`src/rtl/smb_pkg.sv`:
```
package smb_pkg;

  typedef enum logic [2:0] {
    ST_IDLE,
    ST_RX,
    ST_RXEND,
    ST_ACK,
    ST_TX,
    ST_MACKW,
    ST_MACKH
  } smbState_t;

  // strobes from control to datapath
  typedef struct packed {
    logic shiftIn;
    logic loadTx;
    logic shiftTx;
    logic loadPtr;
    logic writeReg;
  } smbStrobe_t;

  // conditioned bus events
  typedef struct packed {
    logic sclLevel;
    logic sdaLevel;
    logic sclRise;
    logic sclFall;
    logic startSeen;
    logic stopSeen;
    logic busTimeout;
  } smbBusEv_t;

endpackage

```
`src/rtl/smb_bus_sense.sv`:
```
module smb_bus_sense
  import smb_pkg::*;
#(
  parameter int unsigned TIMEOUT_CYCLES = 1500000
) (
  input  logic      clk,
  input  logic      rstN,
  input  logic      sclIn,
  input  logic      sdaIn,
  output smbBusEv_t ev
);

  localparam int NUM_LINES = 2;
  localparam int CNT_W     = $clog2(TIMEOUT_CYCLES + 1);

  logic [NUM_LINES-1:0] lineRaw;
  logic [NUM_LINES-1:0] lineMeta;
  logic [NUM_LINES-1:0] lineSync;
  logic [NUM_LINES-1:0] linePrev;
  logic [NUM_LINES-1:0] lowHit;

  // index 0 = SCL, index 1 = SDA
  assign lineRaw = {sdaIn, sclIn};

  for (genvar g = 0; g < NUM_LINES; g++) begin : gLine
    logic [CNT_W-1:0] lowCnt;

    always_ff @(posedge clk) begin
      if (!rstN) begin
        lineMeta[g] <= 1'b1;
        lineSync[g] <= 1'b1;
        linePrev[g] <= 1'b1;
      end else begin
        lineMeta[g] <= lineRaw[g];
        lineSync[g] <= lineMeta[g];
        linePrev[g] <= lineSync[g];
      end
    end

    // per-line low-time counter, saturating at the limit
    always_ff @(posedge clk) begin
      if (!rstN) begin
        lowCnt <= '0;
      end else if (lineSync[g]) begin
        lowCnt <= '0;
      end else if (lowCnt != CNT_W'(TIMEOUT_CYCLES)) begin
        lowCnt <= lowCnt + CNT_W'(1);
      end
    end

    assign lowHit[g] = !lineSync[g] && (lowCnt == CNT_W'(TIMEOUT_CYCLES - 1));
  end

  always_comb begin
    ev.sclLevel   = lineSync[0];
    ev.sdaLevel   = lineSync[1];
    ev.sclRise    = lineSync[0] && !linePrev[0];
    ev.sclFall    = !lineSync[0] && linePrev[0];
    ev.startSeen  = lineSync[0] && linePrev[0] && linePrev[1] && !lineSync[1];
    ev.stopSeen   = lineSync[0] && linePrev[0] && !linePrev[1] && lineSync[1];
    ev.busTimeout = |lowHit;
  end

endmodule

```
`src/rtl/smb_ctrl.sv`:
```
module smb_ctrl
  import smb_pkg::*;
#(
  parameter logic [6:0] DEV_ADDR = 7'h2C
) (
  input  logic       clk,
  input  logic       rstN,
  input  smbBusEv_t  ev,
  input  logic [7:0] rxByte,
  input  logic       txBit,
  output smbStrobe_t stb,
  output logic       sdaDriveLow
);

  localparam int BIT_W = 3;
  localparam logic [BIT_W-1:0] LAST_BIT = '1;

  smbState_t        state, nState;
  logic [BIT_W-1:0] bitCnt, nBit;
  logic             isAddr, nIsAddr;
  logic             rdMode, nRd;
  logic             ptrPending, nPend;

  always_comb begin
    nState  = state;
    nBit    = bitCnt;
    nIsAddr = isAddr;
    nRd     = rdMode;
    nPend   = ptrPending;
    stb     = '0;
    if (ev.busTimeout) begin
      nState = ST_IDLE;
    end else if (ev.startSeen) begin
      nState  = ST_RX;
      nBit    = '0;
      nIsAddr = 1'b1;
      nPend   = 1'b0;
    end else if (ev.stopSeen) begin
      nState = ST_IDLE;
    end else begin
      unique case (state)
        ST_RX: begin
          if (ev.sclRise) begin
            stb.shiftIn = 1'b1;
            if (bitCnt == LAST_BIT) nState = ST_RXEND;
            else                    nBit   = bitCnt + BIT_W'(1);
          end
        end
        ST_RXEND: begin
          if (ev.sclFall) begin
            if (isAddr) begin
              if (rxByte[7:1] == DEV_ADDR) begin
                nState = ST_ACK;
                nRd    = rxByte[0];
                nPend  = !rxByte[0];
              end else begin
                nState = ST_IDLE;
              end
            end else begin
              nState = ST_ACK;
              if (ptrPending) begin
                stb.loadPtr = 1'b1;
                nPend       = 1'b0;
              end else begin
                stb.writeReg = 1'b1;
              end
            end
          end
        end
        ST_ACK: begin
          if (ev.sclFall) begin
            nBit    = '0;
            nIsAddr = 1'b0;
            if (isAddr && rdMode) begin
              stb.loadTx = 1'b1;
              nState     = ST_TX;
            end else begin
              nState = ST_RX;
            end
          end
        end
        ST_TX: begin
          if (ev.sclFall) begin
            if (bitCnt == LAST_BIT) begin
              nState = ST_MACKW;
            end else begin
              stb.shiftTx = 1'b1;
              nBit        = bitCnt + BIT_W'(1);
            end
          end
        end
        ST_MACKW: begin
          if (ev.sclRise) nState = ev.sdaLevel ? ST_IDLE : ST_MACKH;
        end
        ST_MACKH: begin
          if (ev.sclFall) begin
            stb.loadTx = 1'b1;
            nBit       = '0;
            nState     = ST_TX;
          end
        end
        default: ;
      endcase
    end
  end

  always_ff @(posedge clk) begin
    if (!rstN) begin
      state      <= ST_IDLE;
      bitCnt     <= '0;
      isAddr     <= 1'b0;
      rdMode     <= 1'b0;
      ptrPending <= 1'b0;
    end else begin
      state      <= nState;
      bitCnt     <= nBit;
      isAddr     <= nIsAddr;
      rdMode     <= nRd;
      ptrPending <= nPend;
    end
  end

  assign sdaDriveLow = (state == ST_ACK) || ((state == ST_TX) && !txBit);

  AST_STOP_RELEASES: assert property (@(posedge clk) disable iff (!rstN)
    (ev.stopSeen && !ev.startSeen && !ev.busTimeout) |=> (state == ST_IDLE && !sdaDriveLow));
  AST_TIMEOUT_ABANDONS: assert property (@(posedge clk) disable iff (!rstN)
    ev.busTimeout |=> (state == ST_IDLE && !sdaDriveLow));
  AST_START_REARMS: assert property (@(posedge clk) disable iff (!rstN)
    (ev.startSeen && !ev.busTimeout) |=> (state == ST_RX && bitCnt == '0 && isAddr));
  AST_DRIVE_ON_LOW_SCL: assert property (@(posedge clk) disable iff (!rstN)
    (!$stable(sdaDriveLow) && !$past(ev.busTimeout || ev.startSeen || ev.stopSeen)) |-> !ev.sclLevel);
  AST_FOREIGN_QUIET: assert property (@(posedge clk) disable iff (!rstN)
    (state == ST_RXEND && isAddr && ev.sclFall && rxByte[7:1] != DEV_ADDR
     && !ev.startSeen && !ev.stopSeen && !ev.busTimeout) |=> !sdaDriveLow);

endmodule

```
`src/rtl/smb_dpath.sv`:
```
module smb_dpath
  import smb_pkg::*;
#(
  parameter int NUM_REGS = 6
) (
  input  logic       clk,
  input  logic       rstN,
  input  smbStrobe_t stb,
  input  logic       sdaBit,
  output logic [7:0] rxByte,
  output logic       txBit
);

  localparam int PTR_W  = 8;
  localparam int DATA_W = 8;

  logic [DATA_W-1:0]               shiftReg;
  logic [PTR_W-1:0]                ptr;
  logic [NUM_REGS-1:0][DATA_W-1:0] regFile;
  logic [DATA_W-1:0]               rdByte;

  // selected register, 00h when the pointer is out of range
  always_comb begin
    rdByte = '0;
    for (int i = 0; i < NUM_REGS; i++) begin
      if (ptr == PTR_W'(i)) rdByte = regFile[i];
    end
  end

  always_ff @(posedge clk) begin
    if (!rstN) begin
      shiftReg <= '0;
    end else if (stb.loadTx) begin
      shiftReg <= rdByte;
    end else if (stb.shiftTx) begin
      shiftReg <= {shiftReg[DATA_W-2:0], 1'b0};
    end else if (stb.shiftIn) begin
      shiftReg <= {shiftReg[DATA_W-2:0], sdaBit};
    end
  end

  always_ff @(posedge clk) begin
    if (!rstN)            ptr <= '0;
    else if (stb.loadPtr) ptr <= shiftReg;
  end

  for (genvar g = 0; g < NUM_REGS; g++) begin : gReg
    always_ff @(posedge clk) begin
      if (!rstN)                                   regFile[g] <= '0;
      else if (stb.writeReg && ptr == PTR_W'(g))   regFile[g] <= shiftReg;
    end
  end

  assign rxByte = shiftReg;
  assign txBit  = shiftReg[DATA_W-1];

  AST_PTR_PERSISTS: assert property (@(posedge clk) disable iff (!rstN)
    !stb.loadPtr |=> $stable(ptr));
  AST_OOR_WRITE_IGNORED: assert property (@(posedge clk) disable iff (!rstN)
    (stb.writeReg && ptr >= PTR_W'(NUM_REGS)) |=> $stable(regFile));

endmodule

```
`src/rtl/smbus_ptr_slave.sv`:
```
module smbus_ptr_slave
  import smb_pkg::*;
#(
  parameter logic [6:0]  DEV_ADDR       = 7'h2C,
  parameter int          NUM_REGS       = 6,
  parameter int unsigned TIMEOUT_CYCLES = 1500000
) (
  input  logic clk,
  input  logic rstN,
  input  logic sclIn,
  input  logic sdaIn,
  output logic sdaDriveLow
);

  smbBusEv_t  busEv;
  smbStrobe_t strobes;
  logic [7:0] rxByte;
  logic       txBit;

  smb_bus_sense #(.TIMEOUT_CYCLES(TIMEOUT_CYCLES)) u_sense (
    .clk   (clk),
    .rstN  (rstN),
    .sclIn (sclIn),
    .sdaIn (sdaIn),
    .ev    (busEv)
  );

  smb_ctrl #(.DEV_ADDR(DEV_ADDR)) u_ctrl (
    .clk         (clk),
    .rstN        (rstN),
    .ev          (busEv),
    .rxByte      (rxByte),
    .txBit       (txBit),
    .stb         (strobes),
    .sdaDriveLow (sdaDriveLow)
  );

  smb_dpath #(.NUM_REGS(NUM_REGS)) u_dpath (
    .clk    (clk),
    .rstN   (rstN),
    .stb    (strobes),
    .sdaBit (busEv.sdaLevel),
    .rxByte (rxByte),
    .txBit  (txBit)
  );

endmodule

```
`config.mk`:
```
export PLATFORM = sky130hd
export DESIGN_NAME = smbus_ptr_slave
export DESIGN_NICKNAME = d
export VERILOG_FILES = /design/src/rtl/smb_pkg.sv /design/src/rtl/smb_bus_sense.sv /design/src/rtl/smb_ctrl.sv /design/src/rtl/smb_dpath.sv /design/src/rtl/smbus_ptr_slave.sv
export SDC_FILE = /design/constraint.sdc
export NUM_CORES = 1
export LEC_CHECK = 0
export BUFFER_PORTS_ARGS = -buffer_cell sky130_fd_sc_hd__buf_4
export CAP_MARGIN = 20
export CORE_UTILIZATION = 36
export DETAILED_ROUTE_END_ITERATION = 8
export PLACE_DENSITY = 0.53
export SETUP_SLACK_MARGIN = 0.2
export SYNTH_ARGS = -nofsm -noshare
export SYNTH_HDL_FRONTEND = slang
export SYNTH_SLANG_ARGS = --single-unit
```
`constraint.sdc`:
```
create_clock -name clk -period 2.8 [get_ports clk]
set_clock_uncertainty 0.15 [all_clocks]
set_input_delay 0.28 -clock clk [delete_from_list [all_inputs] [get_ports clk]]
set_output_delay 0.28 -clock clk [all_outputs]
set_load 0.02 [all_outputs]
```
==> results of run 1 <==
## sequential cells by signal, indices dropped and copies added (netlist names)
signal,flops
u_dpath.regFile,48
u_sense.gLine.lowCnt,42
u_dpath.ptr,8
u_dpath.rxByte,8
u_ctrl.bitCnt,3
u_ctrl.state,3
u_sense.ev,2
u_sense.lineMeta,2
u_sense.linePrev,2
u_ctrl.isAddr,1
u_ctrl.ptrPending,1
u_ctrl.rdMode,1
## worst max path at each step
stage | from | endpoint | slack, ns
after global routing | u_sense.gLine[0].lowCnt[18]$_SDFFE_PP0P_ | u_ctrl.rdMode$_SDFFE_PN0P_ | 0.19
after CTS | u_sense.gLine[0].lowCnt[11]$_SDFFE_PP0P_ | u_ctrl.rdMode$_SDFFE_PN0P_ | 0.23
final | u_sense.gLine[0].lowCnt[18]$_SDFFE_PP0P_ | u_ctrl.rdMode$_SDFFE_PN0P_ | 0.28
after detailed placement | u_sense.gLine[0].lowCnt[10]$_SDFFE_PP0P_ | u_dpath.regFile[20]$_SDFFE_PN0P_ | 0.19
after floorplan | u_dpath.ptr[4]$_SDFFE_PN0P_ | u_dpath.regFile[40]$_SDFFE_PN0P_ | 0.47
after global placement | u_sense.gLine[0].lowCnt[10]$_SDFFE_PP0P_ | u_dpath.regFile[0]$_SDFFE_PN0P_ | 0.26
## cell type report
type / count / area, um2
sequential: 121 / 2420
timing repair buffer: 27 / 208
multi-input combinational: 473 / 3240
fill: 1507 / 9040
tap: 216 / 270
clock inverter: 15 / 179
inverter: 13 / 48.8
clock buffer: 17 / 425
## worst max-delay path: cells and delay by family, from the launching register on
kind                   cells  cell delay, ns
buffers and inverters      1            0.23
AND/OR/NAND/NOR            3            1.18
AO/OA/AOI/OAI              2            0.47
flip-flops                 1            0.38
## timing repair
action,in CTS,in global routing
pin swaps,0,2
gates cloned,0,1
gates resized for setup,3,10
endpoints found under the setup margin,19,71
hold buffers,2,0
endpoints found under the hold margin,2,0
## logic make-up (layout without fill, tap and decap cells)
family | Yosys count | after routing | share of synthesized area
buffers and inverters | 55 | 72 | 0.0399
and+or+nand+nor | 269 | 269 | 0.264
DFF | 121 | 121 | 0.416
muxes | 57 | 57 | 0.100
adders and majority gates | 6 | 6 | 0.0129
xor gates and xnor gates | 36 | 36 | 0.0541
AOI/OAI and AO/OA | 104 | 105 | 0.113
## per-layer routing
| metal | wire [um] | share of wire | vias to the layer above | track usage |
|---|---|---|---|---|
| met5 | 0 | 0 | - | 0 |
| met4 | 170 | 0.013 | 0 | 0.0761 |
| met3 | 372 | 0.028 | 16 | 0.0434 |
| met2 | 6110 | 0.46 | 64 | 0.257 |
| met1 | 6530 | 0.50 | 2174 | 0.225 |
| li1 | - | - | 2306 | - |
## power breakdown
part	switching [mW]	leakage [nW]	internal (mW)
registers	0.0108	0.976	1.73
logic	0.0367	1.09	0.0305
clock network	0.817	0.285	1.40
total	0.865	2.35	3.16
## metrics by stage
| step | setup WS (ns) | std cells | util |
|---|---|---|---|
| 2_1_floorplan | 0.469 | 648 | - |
| 3_3_place_gp | 0.260 | 847 | 0.386 |
| 3_5_place_dp | 0.189 | 847 | 0.386 |
| 4_1_cts | 0.231 | 881 | 0.425 |
| 5_1_grt | 0.192 | 882 | 0.429 |
| 6_report | 0.280 | 882 | 0.429 |
## cells in the final DEF (no fill, tap or decap), drive strengths merged, types with 8 or more instances in the layout
| cell type | n |
|---|---|
| xor2 | 18 |
| nand2 | 34 |
| a21boi | 8 |
| mux2i | 56 |
| a21oi | 31 |
| nand3 | 33 |
| xnor2 | 18 |
| clkbuf | 17 |
| and3 | 11 |
| buf | 25 |
| nor2 | 56 |
| nand4 | 10 |
| o21ai | 28 |
| nor3 | 10 |
| nand2b | 11 |
| a22oi | 9 |
| clkinv | 8 |
| dfxtp | 121 |
| nor2b | 55 |
| inv | 13 |
==> flow_results.xml, run 1 <==
<?xml version="1.0" encoding="UTF-8"?>
<metrics>
  <group name="floorplan">
    <metric name="floorplan.rows" unit="">46</metric>
    <metric name="core" unit="um2">15800</metric>
    <metric name="top_level_ports" unit="">5</metric>
    <metric name="floorplan.initialDensity" unit="">0.368</metric>
    <metric name="floorplan.die.width" unit="um">129</metric>
    <metric name="die_height" unit="um">129</metric>
    <metric name="fp.dieArea" unit="um2">16700</metric>
  </group>
  <group name="timing">
    <metric name="finalMaxSlewViolations" unit="">0</metric>
    <metric name="timing_worst_slew_pin_value" unit="ns">0.822</metric>
    <metric name="fin_setup_tns" unit="ns">0</metric>
    <metric name="hold_viol" unit="">0</metric>
    <metric name="worst_slew_margin_rel" unit="">0.452</metric>
    <metric name="whs" unit="ns">0.0608</metric>
    <metric name="tcrit_tclk_final" unit="">0.900</metric>
    <metric name="max_clock_freq" unit="MHz">397</metric>
    <metric name="setup_violating_endpoint_count_in_the_final_report" unit="">0</metric>
    <metric name="rsz0062_at_grt" unit="">false</metric>
    <metric name="final_period_minus_worst_setup_slack" unit="ns">2.52</metric>
  </group>
  <group name="synth">
    <metric name="synth.top_cells.by_area" unit="">dfxtp_1, mux2i_1, nor2b_1</metric>
    <metric name="async_flop_share" unit="">0</metric>
    <metric name="synth.largest_area_cell" unit="">dfxtp_1</metric>
    <metric name="synthMostInstantiatedCell" unit="">dfxtp_1</metric>
    <metric name="synth_sequential_area_ratio" unit="">0.416</metric>
    <metric name="ys_dominant_reg_cell" unit="">dfxtp_1</metric>
    <metric name="netlist_top_cells_count" unit="">dfxtp_1, mux2i_1, nor2_1</metric>
    <metric name="yosysTopAreaCellShare" unit="">0.416</metric>
    <metric name="ys_seq_elements" unit="">121</metric>
    <metric name="synth_edf_count" unit="">0</metric>
    <metric name="synth.lib_cells_used.distinct" unit="">61</metric>
    <metric name="syn_avg_cell_area" unit="um2">8.99</metric>
    <metric name="syn-cell-area" unit="um2">5830</metric>
    <metric name="syn-num-nets" unit="">658</metric>
    <metric name="ys.warnings.count" unit="">0</metric>
    <metric name="synthesis.instances" unit="">648</metric>
  </group>
  <group name="worst_setup_path">
    <metric name="worst_reg2reg_setup_slack" unit="ns">0.28</metric>
    <metric name="cp.arrival" unit="ns">2.68</metric>
    <metric name="timing.rr.end" unit="">u_ctrl.rdMode$_SDFFE_PN0P_</metric>
    <metric name="worst-r2r-cell-count" unit="">6</metric>
    <metric name="critPathSlowestCell" unit="">or4bb_4</metric>
    <metric name="critical_path_startpoint_category" unit="">flip-flop</metric>
    <metric name="critical_path.max_stage_delay" unit="ns">0.57</metric>
    <metric name="crit_path_cell_trace" unit="">or4bb_4 -&gt; nor4_4 -&gt; a22oi_2 -&gt; buf_4 -&gt; and2_1 -&gt; a41o_1</metric>
    <metric name="worstReg2RegStart" unit="">u_sense.gLine[0].lowCnt[18]$_SDFFE_PP0P_</metric>
    <metric name="worst-endpoint-required" unit="ns">2.96</metric>
    <metric name="cp_max_fo" unit="">7</metric>
    <metric name="worstSetupEndpointType" unit="">flip-flop</metric>
    <metric name="setup_cp_type" unit="">reg -&gt; reg</metric>
  </group>
  <group name="min_path">
    <metric name="timing.hold.worst_path_depth" unit="">2</metric>
    <metric name="holdCritPathClass" unit="">in -&gt; reg</metric>
    <metric name="holdCritStartpoint" unit="">rstN</metric>
    <metric name="timing.hold.worst_endpoint" unit="">u_sense.ev[6]$_SDFF_PN1_</metric>
  </group>
  <group name="power">
    <metric name="vdd_drop_max" unit="uV">478</metric>
    <metric name="post-layout-total-power" unit="mW">4.02</metric>
    <metric name="powerDensity" unit="nW/um2">592</metric>
    <metric name="power_leakage" unit="nW">2.35</metric>
  </group>
  <group name="detailed_routing">
    <metric name="wirelength" unit="um">13200</metric>
    <metric name="dr.first_iter.drc_count" unit="">276</metric>
    <metric name="vias_per_cell" unit="">5.17</metric>
    <metric name="avgRoutedWirePerCell" unit="um">15.0</metric>
    <metric name="via_count" unit="">4560</metric>
    <metric name="drcViolationCount" unit="">0</metric>
    <metric name="drt_pass1_iterations" unit="">4</metric>
    <metric name="drtAntennaViolNets" unit="">0</metric>
  </group>
  <group name="placed_design">
    <metric name="place.port_buffers" unit="">4</metric>
    <metric name="routabilityCongestion" unit="">0.814</metric>
    <metric name="hpwlAfterDp" unit="um">8800</metric>
    <metric name="placed_cell_area" unit="um2">6100</metric>
  </group>
  <group name="grt">
    <metric name="antenna_found_initial" unit="">0</metric>
    <metric name="grt_usage" unit="">0.169</metric>
    <metric name="grt_pass1_vias" unit="">4325</metric>
    <metric name="largest_net_degree_at_the_start_of_global_routing" unit="">50</metric>
    <metric name="grt_pass1_wl" unit="um">21700</metric>
    <metric name="grt-ovfl-total" unit="">0</metric>
  </group>
  <group name="clock_tree">
    <metric name="clock_h_tree_levels" unit="">4</metric>
    <metric name="cts_root_buffer" unit="">clkbuf_16</metric>
    <metric name="clockBufferDepth" unit="">2</metric>
    <metric name="cts.repair_timing.setup_buffer_count" unit="">0</metric>
    <metric name="clk_latency" unit="ns">0.42</metric>
    <metric name="cts_made_buffers" unit="">17</metric>
    <metric name="clock_tree_from_tritoncts" unit="">done</metric>
    <metric name="cts.sink_count" unit="">121</metric>
    <metric name="clkTransAtPathRegs" unit="ns">0.05</metric>
  </group>
  <group name="outcome">
    <metric name="outcome" unit="">complete, no violations</metric>
  </group>
  <group name="final_layout">
    <metric name="flow.area_growth_from_synthesis" unit="%">16.5</metric>
    <metric name="post_route_cells_drive_above_1_share" unit="">0.126</metric>
    <metric name="final_area" unit="um2">6790</metric>
    <metric name="num-nets-final" unit="">663</metric>
    <metric name="diodes" unit="">0</metric>
  </group>
  <group name="flow_run">
    <metric name="drv.max_cap_violation_count" unit="">0</metric>
  </group>
</metrics>
(Power assumes the default switching activity.)
==> inputs of run 2 (changes only) <==
--- a/config.mk
+++ b/config.mk
@@ -5,6 +5,7 @@
 export SDC_FILE = /design/constraint.sdc
 export NUM_CORES = 1
 export LEC_CHECK = 0
+export ABC_AREA = 1
 export BUFFER_PORTS_ARGS = -buffer_cell sky130_fd_sc_hd__buf_4
 export CAP_MARGIN = 20
 export CORE_UTILIZATION = 36
==> flow_results.xml, run 2 <==
<?xml version="1.0" encoding="UTF-8"?>
<metrics>
  <group name="outcome">
    <metric name="outcome" unit="">complete, no violations</metric>
  </group>
  <group name="worst_setup_path">
    <metric name="critPathSlowestCell" unit="">nor2_8</metric>
    <metric name="cp_max_fo" unit="">27</metric>
    <metric name="path_common_cell" unit="">nand2_1</metric>
    <metric name="setup_cp_type" unit="">reg -&gt; reg</metric>
    <metric name="critical_path_startpoint_category" unit="">flip-flop</metric>
    <metric name="worst-endpoint-required" unit="ns">2.93</metric>
    <metric name="cp.arrival" unit="ns">2.44</metric>
    <metric name="critical_path.max_stage_delay" unit="ns">0.36</metric>
    <metric name="crit_path_cell_trace" unit="">ha_1 -&gt; nand2_1 -&gt; inv_1 -&gt; nand3_1 -&gt; nor2_1 -&gt; nand3_1 -&gt; nand2_2 -&gt; nor2_8 -&gt; nand2_1 -&gt; nand2_1 -&gt; a21oi_1</metric>
    <metric name="worstSetupEndpointType" unit="">flip-flop</metric>
  </group>
  <group name="synth">
    <metric name="synth.largest_area_cell" unit="">dfxtp_1</metric>
    <metric name="synth_edf_count" unit="">0</metric>
    <metric name="synth_adder_area_share" unit="">0.0123</metric>
    <metric name="ys.warnings.count" unit="">0</metric>
    <metric name="synth-compound-area-share" unit="">0.114</metric>
    <metric name="synth.lib_cells_used.distinct" unit="">40</metric>
    <metric name="synthMostInstantiatedCell" unit="">nand2_1</metric>
    <metric name="netlist_top_cells_count" unit="">nand2_1, dfxtp_1, nor2_1</metric>
    <metric name="synth_sequential_area_ratio" unit="">0.396</metric>
    <metric name="yosysTopAreaCellShare" unit="">0.396</metric>
    <metric name="ys_seq_elements" unit="">121</metric>
    <metric name="syn-cell-area" unit="um2">6120</metric>
    <metric name="syn-num-nets" unit="">927</metric>
    <metric name="synthXorXnorAreaFrac" unit="">0.00143</metric>
    <metric name="async_flop_share" unit="">0</metric>
    <metric name="ys_dominant_reg_cell" unit="">dfxtp_1</metric>
    <metric name="synth.top_cells.by_area" unit="">dfxtp_1, nand2_1, nand3_1</metric>
    <metric name="post_synth_and_or_nand_nor_area_fraction" unit="">0.401</metric>
    <metric name="synth_top_family_by_area" unit="">simple AND/OR/NAND/NOR gates</metric>
    <metric name="syn_avg_cell_area" unit="um2">6.67</metric>
    <metric name="synthesis.instances" unit="">917</metric>
    <metric name="synth.mux.area_fraction" unit="">0</metric>
  </group>
  <group name="final_layout">
    <metric name="mostFrequentLayoutCells" unit="">nand2_1, dfxtp_1, nor2_1</metric>
    <metric name="post_route_cells_drive_above_1_share" unit="">0.0872</metric>
    <metric name="largest_register" unit="">u_dpath.regFile</metric>
    <metric name="reg_top3" unit="">u_dpath.regFile x48, u_sense.gLine.lowCnt x42</metric>
    <metric name="num-nets-final" unit="">937</metric>
    <metric name="final_cell_count_no_fill" unit="">1160</metric>
    <metric name="final_common_cell" unit="">nand2_1</metric>
    <metric name="diodes" unit="">0</metric>
    <metric name="final_area" unit="um2">7060</metric>
    <metric name="utilization_after_layout" unit="">0.426</metric>
    <metric name="flow.area_growth_from_synthesis" unit="%">15.4</metric>
    <metric name="largest_reg_flops" unit="">48</metric>
  </group>
  <group name="placed_design">
    <metric name="place.port_buffers" unit="">4</metric>
    <metric name="placed_cell_area" unit="um2">6380</metric>
    <metric name="hpwlAfterDp" unit="um">11200</metric>
    <metric name="routabilityCongestion" unit="">0.824</metric>
    <metric name="dp_slack" unit="ns">0.523</metric>
    <metric name="place_inst" unit="">1126</metric>
  </group>
  <group name="clock_tree">
    <metric name="cts.repair_timing.setup_buffer_count" unit="">0</metric>
    <metric name="cts_root_buffer" unit="">clkbuf_16</metric>
    <metric name="clockBufferDepth" unit="">2</metric>
    <metric name="cts.sink_count" unit="">121</metric>
    <metric name="cts_repair_resize_count" unit="">0</metric>
    <metric name="cts_made_buffers" unit="">17</metric>
    <metric name="clk_latency" unit="ns">0.42</metric>
    <metric name="clock_tree_from_tritoncts" unit="">done</metric>
    <metric name="clkTransAtPathRegs" unit="ns">0.06</metric>
    <metric name="clock_h_tree_levels" unit="">4</metric>
  </group>
  <group name="detailed_routing">
    <metric name="drt_pass1_iterations" unit="">4</metric>
    <metric name="via_count" unit="">5871</metric>
    <metric name="avgRoutedWirePerCell" unit="um">14.0</metric>
    <metric name="vias_per_cell" unit="">5.06</metric>
    <metric name="wirelength" unit="um">16300</metric>
    <metric name="dr.first_iter.drc_count" unit="">412</metric>
    <metric name="drcViolationCount" unit="">0</metric>
    <metric name="drtAntennaViolNets" unit="">0</metric>
  </group>
  <group name="timing">
    <metric name="max_clock_freq" unit="MHz">434</metric>
    <metric name="tcrit_tclk_final" unit="">0.824</metric>
    <metric name="finalMaxSlewViolations" unit="">0</metric>
    <metric name="timing_worst_slew_pin_value" unit="ns">0.643</metric>
    <metric name="hold_viol" unit="">0</metric>
    <metric name="worst_slew_margin_rel" unit="">0.568</metric>
    <metric name="fin_setup_tns" unit="ns">0</metric>
    <metric name="rsz0062_at_grt" unit="">false</metric>
    <metric name="final_period_minus_worst_setup_slack" unit="ns">2.31</metric>
    <metric name="final_critical_path_setup_slack" unit="ns">0.494</metric>
    <metric name="whs" unit="ns">0.0937</metric>
    <metric name="setup_violating_endpoint_count_in_the_final_report" unit="">0</metric>
  </group>
  <group name="grt">
    <metric name="grt_usage" unit="">0.194</metric>
    <metric name="largest_net_degree_at_the_start_of_global_routing" unit="">52</metric>
    <metric name="grt_pass1_vias" unit="">5321</metric>
    <metric name="grt-ovfl-total" unit="">0</metric>
    <metric name="grt_pass1_wl" unit="um">26900</metric>
    <metric name="antenna_found_initial" unit="">0</metric>
  </group>
  <group name="floorplan">
    <metric name="floorplan.die.width" unit="um">132</metric>
    <metric name="fp.dieArea" unit="um2">17500</metric>
    <metric name="die_height" unit="um">132</metric>
    <metric name="top_level_ports" unit="">5</metric>
    <metric name="floorplan.initialDensity" unit="">0.369</metric>
    <metric name="core" unit="um2">16600</metric>
    <metric name="floorplan.rows" unit="">47</metric>
  </group>
  <group name="power">
    <metric name="vdd_drop_max" unit="uV">397</metric>
    <metric name="sequentialPowerShare" unit="">0.398</metric>
    <metric name="power_leakage" unit="nW">2.59</metric>
    <metric name="post-layout-total-power" unit="mW">4.49</metric>
    <metric name="power.share.combinational" unit="">0.055</metric>
    <metric name="power_switching_share" unit="">0.232</metric>
    <metric name="cellInternalPower" unit="mW">3.45</metric>
    <metric name="powerDensity" unit="nW/um2">637</metric>
    <metric name="clock_power_share" unit="">0.547</metric>
    <metric name="p_sw" unit="mW">1.04</metric>
  </group>
  <group name="min_path">
    <metric name="holdCritPathClass" unit="">in -&gt; reg</metric>
  </group>
  <group name="flow_run">
    <metric name="drv.max_cap_violation_count" unit="">0</metric>
  </group>
</metrics>
==> run 2: cell types whose count changed after synthesis, sizes merged, moves of 56 or more <==
| cell | before | now |
|---|---|---|
| a21oi | 31 | 88 |
| nand3 | 33 | 112 |
| mux2i | 56 | 0 |
| inv | 13 | 82 |
| nor2 | 56 | 128 |
| nand2 | 34 | 231 |
==> run 2: kinds of logic after synthesis <==
kind of cell               Yosys count
xor gates and xnor gates             1
adders and majority gates            6
buffers and inverters              113
DFF                                121
and+or+nand+nor                    542
AOI/OAI and AO/OA                  134
==> run 2: path summary, 6_finish.rpt <==
path | slack, ns | depth (start not counted) | endpoint | from
worst max-delay path | 0.49 | 11 | u_dpath.regFile[38]$_SDFFE_PN0P_ | u_sense.gLine[1].lowCnt[0]$_SDFFE_PP0P_
worst min-delay path | 0.09 | 3 | u_sense.lineMeta[0]$_SDFF_PN1_ | rstN
worst max register to register | 0.49 | 11 | u_dpath.regFile[38]$_SDFFE_PN0P_ | u_sense.gLine[1].lowCnt[0]$_SDFFE_PP0P_
worst min register to register | 0.27 | 1 | u_sense.ev[5]$_SDFF_PN1_ | u_sense.lineMeta[1]$_SDFF_PN1_
==> run 2: layout make-up <==
cell class,instances,area (um2)
inverters,84,315
multi-input cells,683,3230
clock buffers,18,439
flip-flops and latches,121,2420
well taps,220,275
clock inverters,14,219
fillers,1762,9520
repair buffers,20,155
==> run 2: power by group through the flow <==
stage	registers, mW	logic (mW)	clock network [mW]
floorplan	1.82	0.192	0
global placement	1.83	0.245	0
detailed placement	1.83	0.243	0
CTS	1.79	0.246	2.49
global route	1.79	0.284	2.57
finish	1.79	0.246	2.46
==> run 2: metal layers <==
layer | wire length [um] | GRT usage
met1 | 8230 | 0.268
met2 | 7300 | 0.302
met3 | 548 | 0.0365
met4 | 196 | 0.0626
met5 | 0 | 0
==> run 2: what timing repair did <==
item,CTS,global route
hold endpoints to repair,2,0
endpoints found under the setup margin,0,0
hold buffers,2,0
==> run 2: critical path: cells and delay by family (launching register included) <==
kind                     cells  cell delay [ns]
flip-flops                   1             0.34
adder cells (fa/ha/maj)      1             0.22
buffers and inverters        1             0.07
AND/OR/NAND/NOR              8             1.33
AO/OA/AOI/OAI                1             0.06
==> inputs of run 3 (changes only) <==
==> constraint.sdc (replaced) <==
create_clock -name clk -period 2.3 [get_ports clk]
set_clock_uncertainty 0.15 [all_clocks]
set_input_delay 0.23 -clock clk [delete_from_list [all_inputs] [get_ports clk]]
set_output_delay 0.23 -clock clk [all_outputs]
set_load 0.02 [all_outputs]
==> flow_results.xml, run 3 (synthesis results as in run 2) <==
<?xml version="1.0" encoding="UTF-8"?>
<metrics>
  <group name="timing">
    <metric name="final_period_minus_worst_setup_slack" unit="ns">1.98</metric>
    <metric name="hold_viol" unit="">0</metric>
    <metric name="worst_slew_margin_rel" unit="">0.625</metric>
    <metric name="tcrit_tclk_final" unit="">0.862</metric>
    <metric name="finalMaxSlewViolations" unit="">0</metric>
    <metric name="rsz0062_at_grt" unit="">true</metric>
    <metric name="fin_setup_tns" unit="ns">0</metric>
    <metric name="max_clock_freq" unit="MHz">504</metric>
    <metric name="setup_violating_endpoint_count_in_the_final_report" unit="">0</metric>
    <metric name="timing_worst_slew_pin_value" unit="ns">0.561</metric>
  </group>
  <group name="clock_tree">
    <metric name="clock_h_tree_levels" unit="">4</metric>
    <metric name="cts.sink_count" unit="">121</metric>
    <metric name="clock_tree_from_tritoncts" unit="">done</metric>
    <metric name="clk_latency" unit="ns">0.42</metric>
    <metric name="cts_made_buffers" unit="">17</metric>
    <metric name="cts_root_buffer" unit="">clkbuf_16</metric>
    <metric name="clockBufferDepth" unit="">2</metric>
    <metric name="clkTransAtPathRegs" unit="ns">0.06</metric>
  </group>
  <group name="placed_design">
    <metric name="routabilityCongestion" unit="">0.849</metric>
    <metric name="place.port_buffers" unit="">4</metric>
    <metric name="hpwlAfterDp" unit="um">11900</metric>
    <metric name="place_inst" unit="">1150</metric>
  </group>
  <group name="final_layout">
    <metric name="final_cell_count_no_fill" unit="">1199</metric>
    <metric name="mostFrequentLayoutCells" unit="">nand2_1, dfxtp_1, nor2_1</metric>
    <metric name="flow.area_growth_from_synthesis" unit="%">20.9</metric>
    <metric name="regArea" unit="um2">2420</metric>
    <metric name="reg_top3" unit="">u_dpath.regFile x48, u_sense.gLine.lowCnt x42</metric>
    <metric name="largest_register" unit="">u_dpath.regFile</metric>
    <metric name="largest_reg_flops" unit="">48</metric>
    <metric name="diodes" unit="">0</metric>
    <metric name="num-nets-final" unit="">976</metric>
    <metric name="utilization_after_layout" unit="">0.446</metric>
    <metric name="n_fill_cell" unit="">1764</metric>
    <metric name="multi_input_comb_area" unit="um2">3380</metric>
    <metric name="final_common_cell" unit="">nand2_1</metric>
    <metric name="post_route_cells_drive_above_1_share" unit="">0.145</metric>
  </group>
  <group name="power">
    <metric name="power_leakage" unit="nW">2.78</metric>
    <metric name="powerDensity" unit="nW/um2">670</metric>
    <metric name="vdd_drop_max" unit="uV">538</metric>
  </group>
  <group name="detailed_routing">
    <metric name="wirelength" unit="um">17100</metric>
    <metric name="drt_pass1_iterations" unit="">5</metric>
    <metric name="vias_per_cell" unit="">5.04</metric>
    <metric name="drcViolationCount" unit="">0</metric>
    <metric name="dr.first_iter.drc_count" unit="">440</metric>
    <metric name="drtAntennaViolNets" unit="">0</metric>
    <metric name="via_count" unit="">6041</metric>
    <metric name="avgRoutedWirePerCell" unit="um">14.3</metric>
  </group>
  <group name="grt">
    <metric name="largest_net_degree_at_the_start_of_global_routing" unit="">51</metric>
    <metric name="grt_pass1_vias" unit="">5568</metric>
    <metric name="grt_usage" unit="">0.203</metric>
    <metric name="grt_pass1_wl" unit="um">28200</metric>
    <metric name="grt-ovfl-total" unit="">0</metric>
    <metric name="antenna_found_initial" unit="">0</metric>
  </group>
  <group name="worst_setup_path">
    <metric name="worst-endpoint-required" unit="ns">2.51</metric>
    <metric name="worst-r2r-cell-count" unit="">9</metric>
    <metric name="critical_path_startpoint_category" unit="">flip-flop</metric>
    <metric name="worstReg2RegStart" unit="">u_ctrl.state[1]$_SDFFE_PP0P_</metric>
    <metric name="worstSetupEndpointType" unit="">flip-flop</metric>
    <metric name="cp.arrival" unit="ns">2.19</metric>
    <metric name="cp_max_fo" unit="">6</metric>
    <metric name="timing.rr.end" unit="">u_dpath.regFile[16]$_SDFFE_PN0P_</metric>
    <metric name="worst_reg2reg_setup_slack" unit="ns">0.32</metric>
    <metric name="setup_cp_type" unit="">reg -&gt; reg</metric>
  </group>
  <group name="min_path">
    <metric name="timing.hold.worst_path_depth" unit="">3</metric>
    <metric name="holdCritPathClass" unit="">in -&gt; reg</metric>
    <metric name="timing.hold.worst_endpoint" unit="">u_sense.ev[6]$_SDFF_PN1_</metric>
    <metric name="holdCritStartpoint" unit="">rstN</metric>
  </group>
  <group name="floorplan">
    <metric name="floorplan.rows" unit="">47</metric>
    <metric name="floorplan.initialDensity" unit="">0.369</metric>
    <metric name="fp.dieArea" unit="um2">17500</metric>
    <metric name="core" unit="um2">16600</metric>
    <metric name="die_height" unit="um">132</metric>
    <metric name="top_level_ports" unit="">5</metric>
    <metric name="floorplan.die.width" unit="um">132</metric>
  </group>
  <group name="outcome">
    <metric name="outcome" unit="">complete, no violations</metric>
  </group>
  <group name="flow_run">
    <metric name="drv.max_cap_violation_count" unit="">0</metric>
  </group>
</metrics>
==> run 3: cell count changes in the layout (fill, tap and decap cells not counted), moves of 4 or more <==
cell / delta
bufinv_16: -5
buf_6: +4
nand2_1: -5
buf_4: +32
nand2_4: +6
==> run 3: worst max path at each step <==
stage                                                       start                                 endpoint  slack [ns]  depth (start not counted)
after CTS                 u_sense.gLine[1].lowCnt[0]$_SDFFE_PP0P_         u_dpath.regFile[24]$_SDFFE_PN0P_        0.21                         11
after global routing      u_sense.gLine[1].lowCnt[9]$_SDFFE_PP0P_  u_sense.gLine[1].lowCnt[0]$_SDFFE_PP0P_        0.16                         10
after floorplan           u_sense.gLine[0].lowCnt[0]$_SDFFE_PP0P_           u_dpath.rxByte[5]$_SDFFE_PN0P_        0.48                         11
after detailed placement  u_sense.gLine[1].lowCnt[0]$_SDFFE_PP0P_         u_dpath.regFile[37]$_SDFFE_PN0P_        0.22                         11
after global placement    u_sense.gLine[1].lowCnt[0]$_SDFFE_PP0P_          u_dpath.regFile[5]$_SDFFE_PN0P_        0.26                         11
final                                u_ctrl.state[1]$_SDFFE_PP0P_         u_dpath.regFile[16]$_SDFFE_PN0P_        0.32                          9
==> run 3: cell type report <==
class                      count  share of cell area
tap                          220              0.0372
clock buffer                  17              0.0575
multi-input combinational    685               0.457
sequential                   121               0.328
inverter                      84              0.0442
clock inverter                15              0.0159
timing repair buffer          57              0.0602
==> run 3: power breakdown <==
part,leakage (nW),internal (mW),switching (mW)
clock network,0.265,1.39,1.07
logic,1.54,0.114,0.201
registers,0.977,2.14,0.0388
==> run 3: layer usage <==
layer | vias up | wire length [um] | GRT usage
met5 | - | 0 | 0
met4 | 0 | 214 | 0.0639
met3 | 17 | 572 | 0.0477
met2 | 89 | 7610 | 0.310
met1 | 2788 | 8710 | 0.282
li1 | 3147 | - | -
==> run 3: repair_timing <==
item,4_1_cts,5_1_grt
buffers inserted,0,12
resized for setup,0,39
hold buffers,2,0
endpoints found under the setup margin,0,78
endpoints found under the hold margin,2,0
==> run 3: metrics by stage <==
stage                     power (mW)  setup WS (ns)  hold WS [ns]  instance area, um2
after floorplan                 2.44          0.480         0.187                6120
after global placement          2.53          0.261         0.253                6560
after detailed placement        2.53          0.220         0.252                6560
after CTS                       5.00          0.213        0.0520                7120
after global routing            5.16          0.163        0.0636                7390
final                           4.95          0.317        0.0729                7390
==> run 3: worst max-delay path, stage by stage (launching register included) <==
cell and delay [ns]:
dfxtp_1 0.43, inv_2 0.10, nor2_4 0.10, nand2_2 0.10, inv_2 0.10, nand4_4 0.17
nor2_4 0.34, buf_6 0.17, nand3_1 0.09, a21oi_2 0.16
